[src/rtl/mpu_guard_pkg.sv]
package mpu_guard_pkg;

    localparam int CTRL_BITS = 3;

    // bit 2: background map, bit 1: keep on when escalated, bit 0: enable
    typedef struct packed {
        logic bg_priv;
        logic esc_on;
        logic prot_on;
    } guard_ctrl_t;

    typedef struct packed {
        logic valid;
        logic fault;
        logic xn;
    } guard_res_t;

endpackage

[src/rtl/mpu_ctrl_reg.sv]
module mpu_ctrl_reg
    import mpu_guard_pkg::*;
#(
    parameter int ADDR_W = 8,
    parameter int DATA_W = 32,
    parameter logic [ADDR_W-1:0] CTRL_OFS = 8'h94
) (
    input  logic              clk,
    input  logic              rst_n,
    input  logic              reg_wr,
    input  logic [ADDR_W-1:0] reg_addr,
    input  logic [DATA_W-1:0] reg_wdata,
    output logic [DATA_W-1:0] reg_rdata,
    output guard_ctrl_t       ctrl
);

    guard_ctrl_t ctrl_d, ctrl_q;
    logic        hit_ofs;

    assign hit_ofs = (reg_addr == CTRL_OFS);

    always_comb begin
        ctrl_d = ctrl_q;
        if (reg_wr && hit_ofs) begin
            ctrl_d = guard_ctrl_t'(reg_wdata[CTRL_BITS-1:0]);
        end
    end

    always_ff @(posedge clk or negedge rst_n) begin
        if (!rst_n) ctrl_q <= '0;
        else        ctrl_q <= ctrl_d;
    end

    always_comb begin
        reg_rdata = '0;
        if (hit_ofs) reg_rdata[CTRL_BITS-1:0] = ctrl_q;
    end

    assign ctrl = ctrl_q;


    wr_takes_chk: assert property (@(posedge clk) disable iff (!rst_n)
        (reg_wr && hit_ofs) |=> (ctrl == $past(reg_wdata[CTRL_BITS-1:0])));


    hold_chk: assert property (@(posedge clk) disable iff (!rst_n)
        !(reg_wr && hit_ofs) |=> $stable(ctrl));

endmodule

[src/rtl/mpu_decide.sv]
module mpu_decide
    import mpu_guard_pkg::*;
#(
    parameter int AW       = 32,
    parameter int PRIO_W   = 9,
    parameter int SYS_BITS = 3
) (
    input  guard_ctrl_t              ctrl,
    input  logic [AW-1:0]            addr,
    input  logic                     priv,
    input  logic                     fetch,
    input  logic                     vec,
    input  logic signed [PRIO_W-1:0] prio,
    input  logic                     hit,
    input  logic                     allow,
    input  logic                     rxn,
    output logic                     fault,
    output logic                     xn
);

    localparam logic [PRIO_W-1:0] PRIO_M1 = '1;
    localparam logic [PRIO_W-1:0] PRIO_M2 = {{(PRIO_W-1){1'b1}}, 1'b0};

    logic escalated, active, in_sys;

    assign escalated = (prio == PRIO_M1) || (prio == PRIO_M2);
    assign active    = ctrl.prot_on && !(escalated && !ctrl.esc_on);
    assign in_sys    = &addr[AW-1 -: SYS_BITS];

    always_comb begin
        fault = 1'b0;
        xn    = 1'b0;
        if (in_sys) begin
            xn    = 1'b1;
            fault = fetch;
        end else if (active && !vec) begin
            if (hit) begin
                xn    = rxn;
                fault = !allow || (fetch && rxn);
            end else begin
                fault = !(ctrl.bg_priv && priv);
            end
        end else if (active && hit) begin
            xn = rxn;
        end
    end

endmodule

[src/rtl/mpu_access_guard.sv]
module mpu_access_guard
    import mpu_guard_pkg::*;
#(
    parameter int AW       = 32,
    parameter int PRIO_W   = 9,
    parameter int ADDR_W   = 8,
    parameter int DATA_W   = 32,
    parameter int SYS_BITS = 3,
    parameter logic [ADDR_W-1:0] CTRL_OFS = 8'h94
) (
    input  logic                     clk,
    input  logic                     rst_n,
    input  logic                     reg_wr,
    input  logic [ADDR_W-1:0]        reg_addr,
    input  logic [DATA_W-1:0]        reg_wdata,
    output logic [DATA_W-1:0]        reg_rdata,
    input  logic                     acc_valid,
    input  logic [AW-1:0]            acc_addr,
    input  logic                     acc_priv,
    input  logic                     acc_fetch,
    input  logic                     acc_vec,
    input  logic signed [PRIO_W-1:0] acc_prio,
    input  logic                     rgn_hit,
    input  logic                     rgn_allow,
    input  logic                     rgn_xn,
    output logic                     res_valid,
    output logic                     res_fault,
    output logic                     res_xn
);

    guard_ctrl_t ctrl;
    guard_res_t  res_d, res_q;
    logic        dec_fault, dec_xn;

    mpu_ctrl_reg #(.ADDR_W(ADDR_W), .DATA_W(DATA_W), .CTRL_OFS(CTRL_OFS)) u_reg (
        .clk       (clk),
        .rst_n     (rst_n),
        .reg_wr    (reg_wr),
        .reg_addr  (reg_addr),
        .reg_wdata (reg_wdata),
        .reg_rdata (reg_rdata),
        .ctrl      (ctrl)
    );

    mpu_decide #(.AW(AW), .PRIO_W(PRIO_W), .SYS_BITS(SYS_BITS)) u_dec (
        .ctrl  (ctrl),
        .addr  (acc_addr),
        .priv  (acc_priv),
        .fetch (acc_fetch),
        .vec   (acc_vec),
        .prio  (acc_prio),
        .hit   (rgn_hit),
        .allow (rgn_allow),
        .rxn   (rgn_xn),
        .fault (dec_fault),
        .xn    (dec_xn)
    );

    always_comb begin
        res_d.valid = acc_valid;
        res_d.fault = acc_valid && dec_fault;
        res_d.xn    = acc_valid && dec_xn;
    end

    always_ff @(posedge clk or negedge rst_n) begin
        if (!rst_n) res_q <= '0;
        else        res_q <= res_d;
    end

    assign res_valid = res_q.valid;
    assign res_fault = res_q.fault;
    assign res_xn    = res_q.xn;

    logic sys_a, sys_fetch_a;
    assign sys_a       = &acc_addr[AW-1 -: SYS_BITS];
    assign sys_fetch_a = sys_a && acc_fetch;


    lat_valid_chk: assert property (@(posedge clk) disable iff (!rst_n)
        acc_valid |=> res_valid);


    idle_chk: assert property (@(posedge clk) disable iff (!rst_n)
        !acc_valid |=> (!res_valid && !res_fault && !res_xn));


    sys_xn_chk: assert property (@(posedge clk) disable iff (!rst_n)
        (acc_valid && sys_a) |=> (res_xn && (res_fault == $past(acc_fetch))));


    off_chk: assert property (@(posedge clk) disable iff (!rst_n)
        (acc_valid && !ctrl.prot_on && !sys_fetch_a) |=> !res_fault);


    vec_chk: assert property (@(posedge clk) disable iff (!rst_n)
        (acc_valid && acc_vec && !sys_fetch_a) |=> !res_fault);

endmodule

[config.mk]
export PLATFORM = sky130hd
export DESIGN_NAME = mpu_access_guard
export DESIGN_NICKNAME = d
export VERILOG_FILES = /design/src/rtl/mpu_guard_pkg.sv /design/src/rtl/mpu_ctrl_reg.sv /design/src/rtl/mpu_decide.sv /design/src/rtl/mpu_access_guard.sv
export SDC_FILE = /design/constraint.sdc
export NUM_CORES = 1
export LEC_CHECK = 0
export CORE_MARGIN = 5
export CORE_UTILIZATION = 19
export DETAILED_ROUTE_END_ITERATION = 16
export HOLD_SLACK_MARGIN = 0.1
export PLACE_DENSITY_LB_ADDON = 0.2
export RECOVER_POWER = 25
export REMOVE_ABC_BUFFERS = 1
export SLEW_MARGIN = 30
export SYNTH_ARGS = -nofsm -noshare
export SYNTH_HDL_FRONTEND = slang
export SYNTH_HIERARCHICAL = 1
export SYNTH_SLANG_ARGS = --single-unit
[constraint.sdc]
create_clock -name clk -period 4.5 [get_ports clk]
set_input_delay 1.35 -clock clk [delete_from_list [all_inputs] [get_ports clk]]
set_output_delay 1.35 -clock clk [all_outputs]
set_load 0.005 [all_outputs]
==> results of run 1 <==
-- flip-flops by register name (all words and copies together) (netlist names) --
| name | cells |
|---|---|
| u_reg/ctrl | 3 |
| res_valid | 1 |
| res_xn | 1 |
| res_fault | 1 |
-- routing by layer --
metal  global-route usage (%)  share of wire, %  vias up
met1                    7.320                38      207
met5                        0                 0        -
li1                         -                 -      231
met2                    9.262                45       39
met4                    1.554                 0        0
met3                    4.274                17        0
-- stage by stage --
step | util [%] | cell area (sq um) | cells | hold slack [ns] | setup WS [ns]
floorplan | - | 475.5 | 62 | 0.4959 | 1.185
global placement | 29.54 | 887.1 | 132 | 0.5293 | 0.2445
detailed placement | 29.54 | 887.1 | 132 | 0.5378 | 0.2382
CTS | 30.29 | 909.6 | 135 | 0.5497 | 0.2314
global route | 30.29 | 909.6 | 135 | 0.5616 | 0.1729
finish | 30.29 | 909.6 | 135 | 0.5439 | 0.2417
-- critical path, stage by stage --
cell and delay, ns:
clkdlybuf4s50_1 0.39, and4bb_2 0.34, and3_2 0.20, and2_1 0.12, clkdlybuf4s50_1 0.50
-- power by group through the flow --
stage / Combinational (mW) / Sequential (mW) / Clock [mW]
after CTS: 0.0445 / 0.0578 / 0.0488
after global placement: 0.0439 / 0.0584 / 0
final: 0.0447 / 0.0577 / 0.0467
after floorplan: 0.0130 / 0.0582 / 0
after global routing: 0.0492 / 0.0579 / 0.0507
after detailed placement: 0.0444 / 0.0586 / 0
-- path summary, 6_finish.rpt --
| path | from | endpoint | slack (ns) |
|---|---|---|---|
| worst max-delay path | reg_addr[3] | reg_rdata[0] | 0.24 |
| min in group asynchronous | rst_n | u_reg/ctrl[0]$_DFFE_PN0P_ | 1.42 |
| worst min register to register | u_reg/ctrl[2]$_DFFE_PN0P_ | u_reg/ctrl[2]$_DFFE_PN0P_ | 0.54 |
| worst max register to register | u_reg/ctrl[1]$_DFFE_PN0P_ | res_fault$_DFF_PN0_ | 3.00 |
| max in group asynchronous | rst_n | res_xn$_DFF_PN0_ | 2.85 |
| worst min-delay path | u_reg/ctrl[2]$_DFFE_PN0P_ | u_reg/ctrl[2]$_DFFE_PN0P_ | 0.54 |
-- synthesized netlist by cell type (all sizes together) --
| cell type | instances | area share (%) |
|---|---|---|
| and3 | 1 | 1.3 |
| nand3 | 2 | 1.7 |
| nor2 | 2 | 1.3 |
| nand2 | 2 | 1.3 |
| buf | 29 | 37 |
| o31ai | 1 | 1.3 |
| conb | 1 | 0.64 |
| a21boi | 1 | 1.3 |
| o21ai | 1 | 0.85 |
| and2 | 5 | 5.3 |
| and4bb | 1 | 2.1 |
| a22o | 1 | 1.5 |
| and2b | 1 | 1.3 |
| inv | 2 | 1.3 |
| mux2 | 3 | 7.7 |
| dfrtp | 6 | 26 |
| o21bai | 1 | 1.3 |
| o41ai | 1 | 2.8 |
| nand4 | 2 | 4.7 |
-- cell usage in the layout, fill, tap and decap left out, drive strengths merged --
cell type and count:
clkdlybuf4s50 36, conb 29, dfrtp 6, and2 5, clkbuf 3, mux2 3
inv 2, nand3 2, nand2 2, nor2 2, nand4 2, dlygate4sd3 1
o41ai 1, o21ai 1, o21bai 1, o31ai 1, a21boi 1, a22o 1
and4bb 1, and2b 1, and3 1
-- cells by family after synthesis --
logic type	after synthesis	synth area share, %
buf+inv	31	38.30
simple gates	16	18.94
compound gates	6	8.938
flops	6	25.53
mux	3	7.659
other cells	1	0.6377
-- final cells by class --
class,count,area share (%)
sequential,6,16.51
timing repair buffer,37,40.72
inverter,2,0.8253
clock buffer,3,2.476
tap,33,4.539
multi-input combinational,54,34.94
==> results by group, run 1 <==
Setup path
  – Arr. time, crit path: a little under 3 ns
  – Crit path kind: in2out
  – Worst path required time: 3.15 ns
  – Startpoint class of the critical path: input pin
  – Reg2Reg Depth: 4
  – CP Capture Type: output pin
  – Critical Path Fanout Max: 3

Detailed routing
  – Drt wl/cell: about 10 microns
  – Routed Antenna Nets: 0
  – Via-per-instance ratio: about 3.5
  – Total routed wirelength: 1402 microns
  – Detailed Route Iter0 Violations: 3
  – Via count: 477
  – DR pass1 iterations: 2
  – # DRC: 0

Clock tree
  – Total CTS buffers: 3
  – Clock Sinks: 6
  – CTS tree: done
  – Clock root cell: clkbuf_4
  – Clock Latency Late Sink: roughly 0.24 ns
  – Hold buffers post-CTS: 0
  – Deepest clock path buffer count: 2
  – Post-CTS Setup Repair Bufs: 0
  – CTS clock-pin slew for the worst setup and hold paths: around 0.050 ns
  – H-tree levels: 1
  – Cells resized by post-CTS repair: 0

Global route
  – Pin count of the biggest net entering global routing: 7
  – Total track usage: 6.259%
  – Vias in the first global route: 508
  – Antenna violations before repair: 0
  – Grt total ovfl: 0
  – First-pass GRT wire length: about 2100 microns

Pwr
  – Sw Pwr: ~0.033 mW
  – PwrDens: 163.9 mW/mm^2
  – Maximum vdd drop: about 0.05 mV
  – LEAKAGE: about 0.43 nW
  – Power Internal: roughly 0.12 mW
  – Comb pwr share: 30.0%
  – Clock power share: 31.3%
  – Overall power: about 0.15 mW
  – Flop pwr share: 38.7%
  – Sw Share: approximately 22%

Synth
  – Sequential area share after synthesis: 25.53%
  – Post-synth cell types: 20
  – Synth warnings: 6
  – Yosys reg bits: 6
  – Cells after Synth: 63
  – Synthesized area per cell: 9.334 sq um
  – Cell Area, Synth: 588.1 sq um

Floorplanning
  – I/O pins: around 130
  – Area of the core: 0.003003 sq mm
  – Site Rows: 20
  – Die Width: 65.64 microns
  – Starting Density: 19.58%
  – Total Die Area: 0.004308 sq mm
  – Die height: 65.64 microns

STA
  – Final setup violation count: 0
  – Setup TNS Final: 0 ns
  – RSZ-0062 raised after global routing: false
  – Final Slew Violations: 0
  – Final min period: 4.258 ns
  – Crit share post-route: 94.63%
  – Final hold vios: 0
  – F_max: 234.8 MHz
  – Clock skew: 0.007063 ns

Finish
  – Layout cell share with drive strength beyond 1: 9.804%
  – Nets: 195
  – Area of the multi-input gates: around 320 sq um
  – # fillers: about 330
  – Register area: 150.1 sq um
  – Area growth, synth to finish: 54.68%
  – N_diodes: 0

Status
  – Status: complete, no violations

Hold path
  – Min-delay worst type: reg2reg
  – Hold depth: 1

Place
  – Buffers added on ports: 37
  – Routability Congestion: ~0.64
  – DP HPWL: 1342 microns

Run
  – Max-cap violations: 0
(Power assumes the default switching activity.)
==> run 2: changes to the inputs <==
--- a/config.mk
+++ b/config.mk
@@ -8,6 +8,7 @@
 export CORE_MARGIN = 5
 export CORE_UTILIZATION = 19
 export DETAILED_ROUTE_END_ITERATION = 16
+export GPL_ROUTABILITY_DRIVEN = 0
 export HOLD_SLACK_MARGIN = 0.1
 export PLACE_DENSITY_LB_ADDON = 0.2
 export RECOVER_POWER = 25
==> results of run 2 <==
Final layout, timing and power as in run 1 (identical DEF).
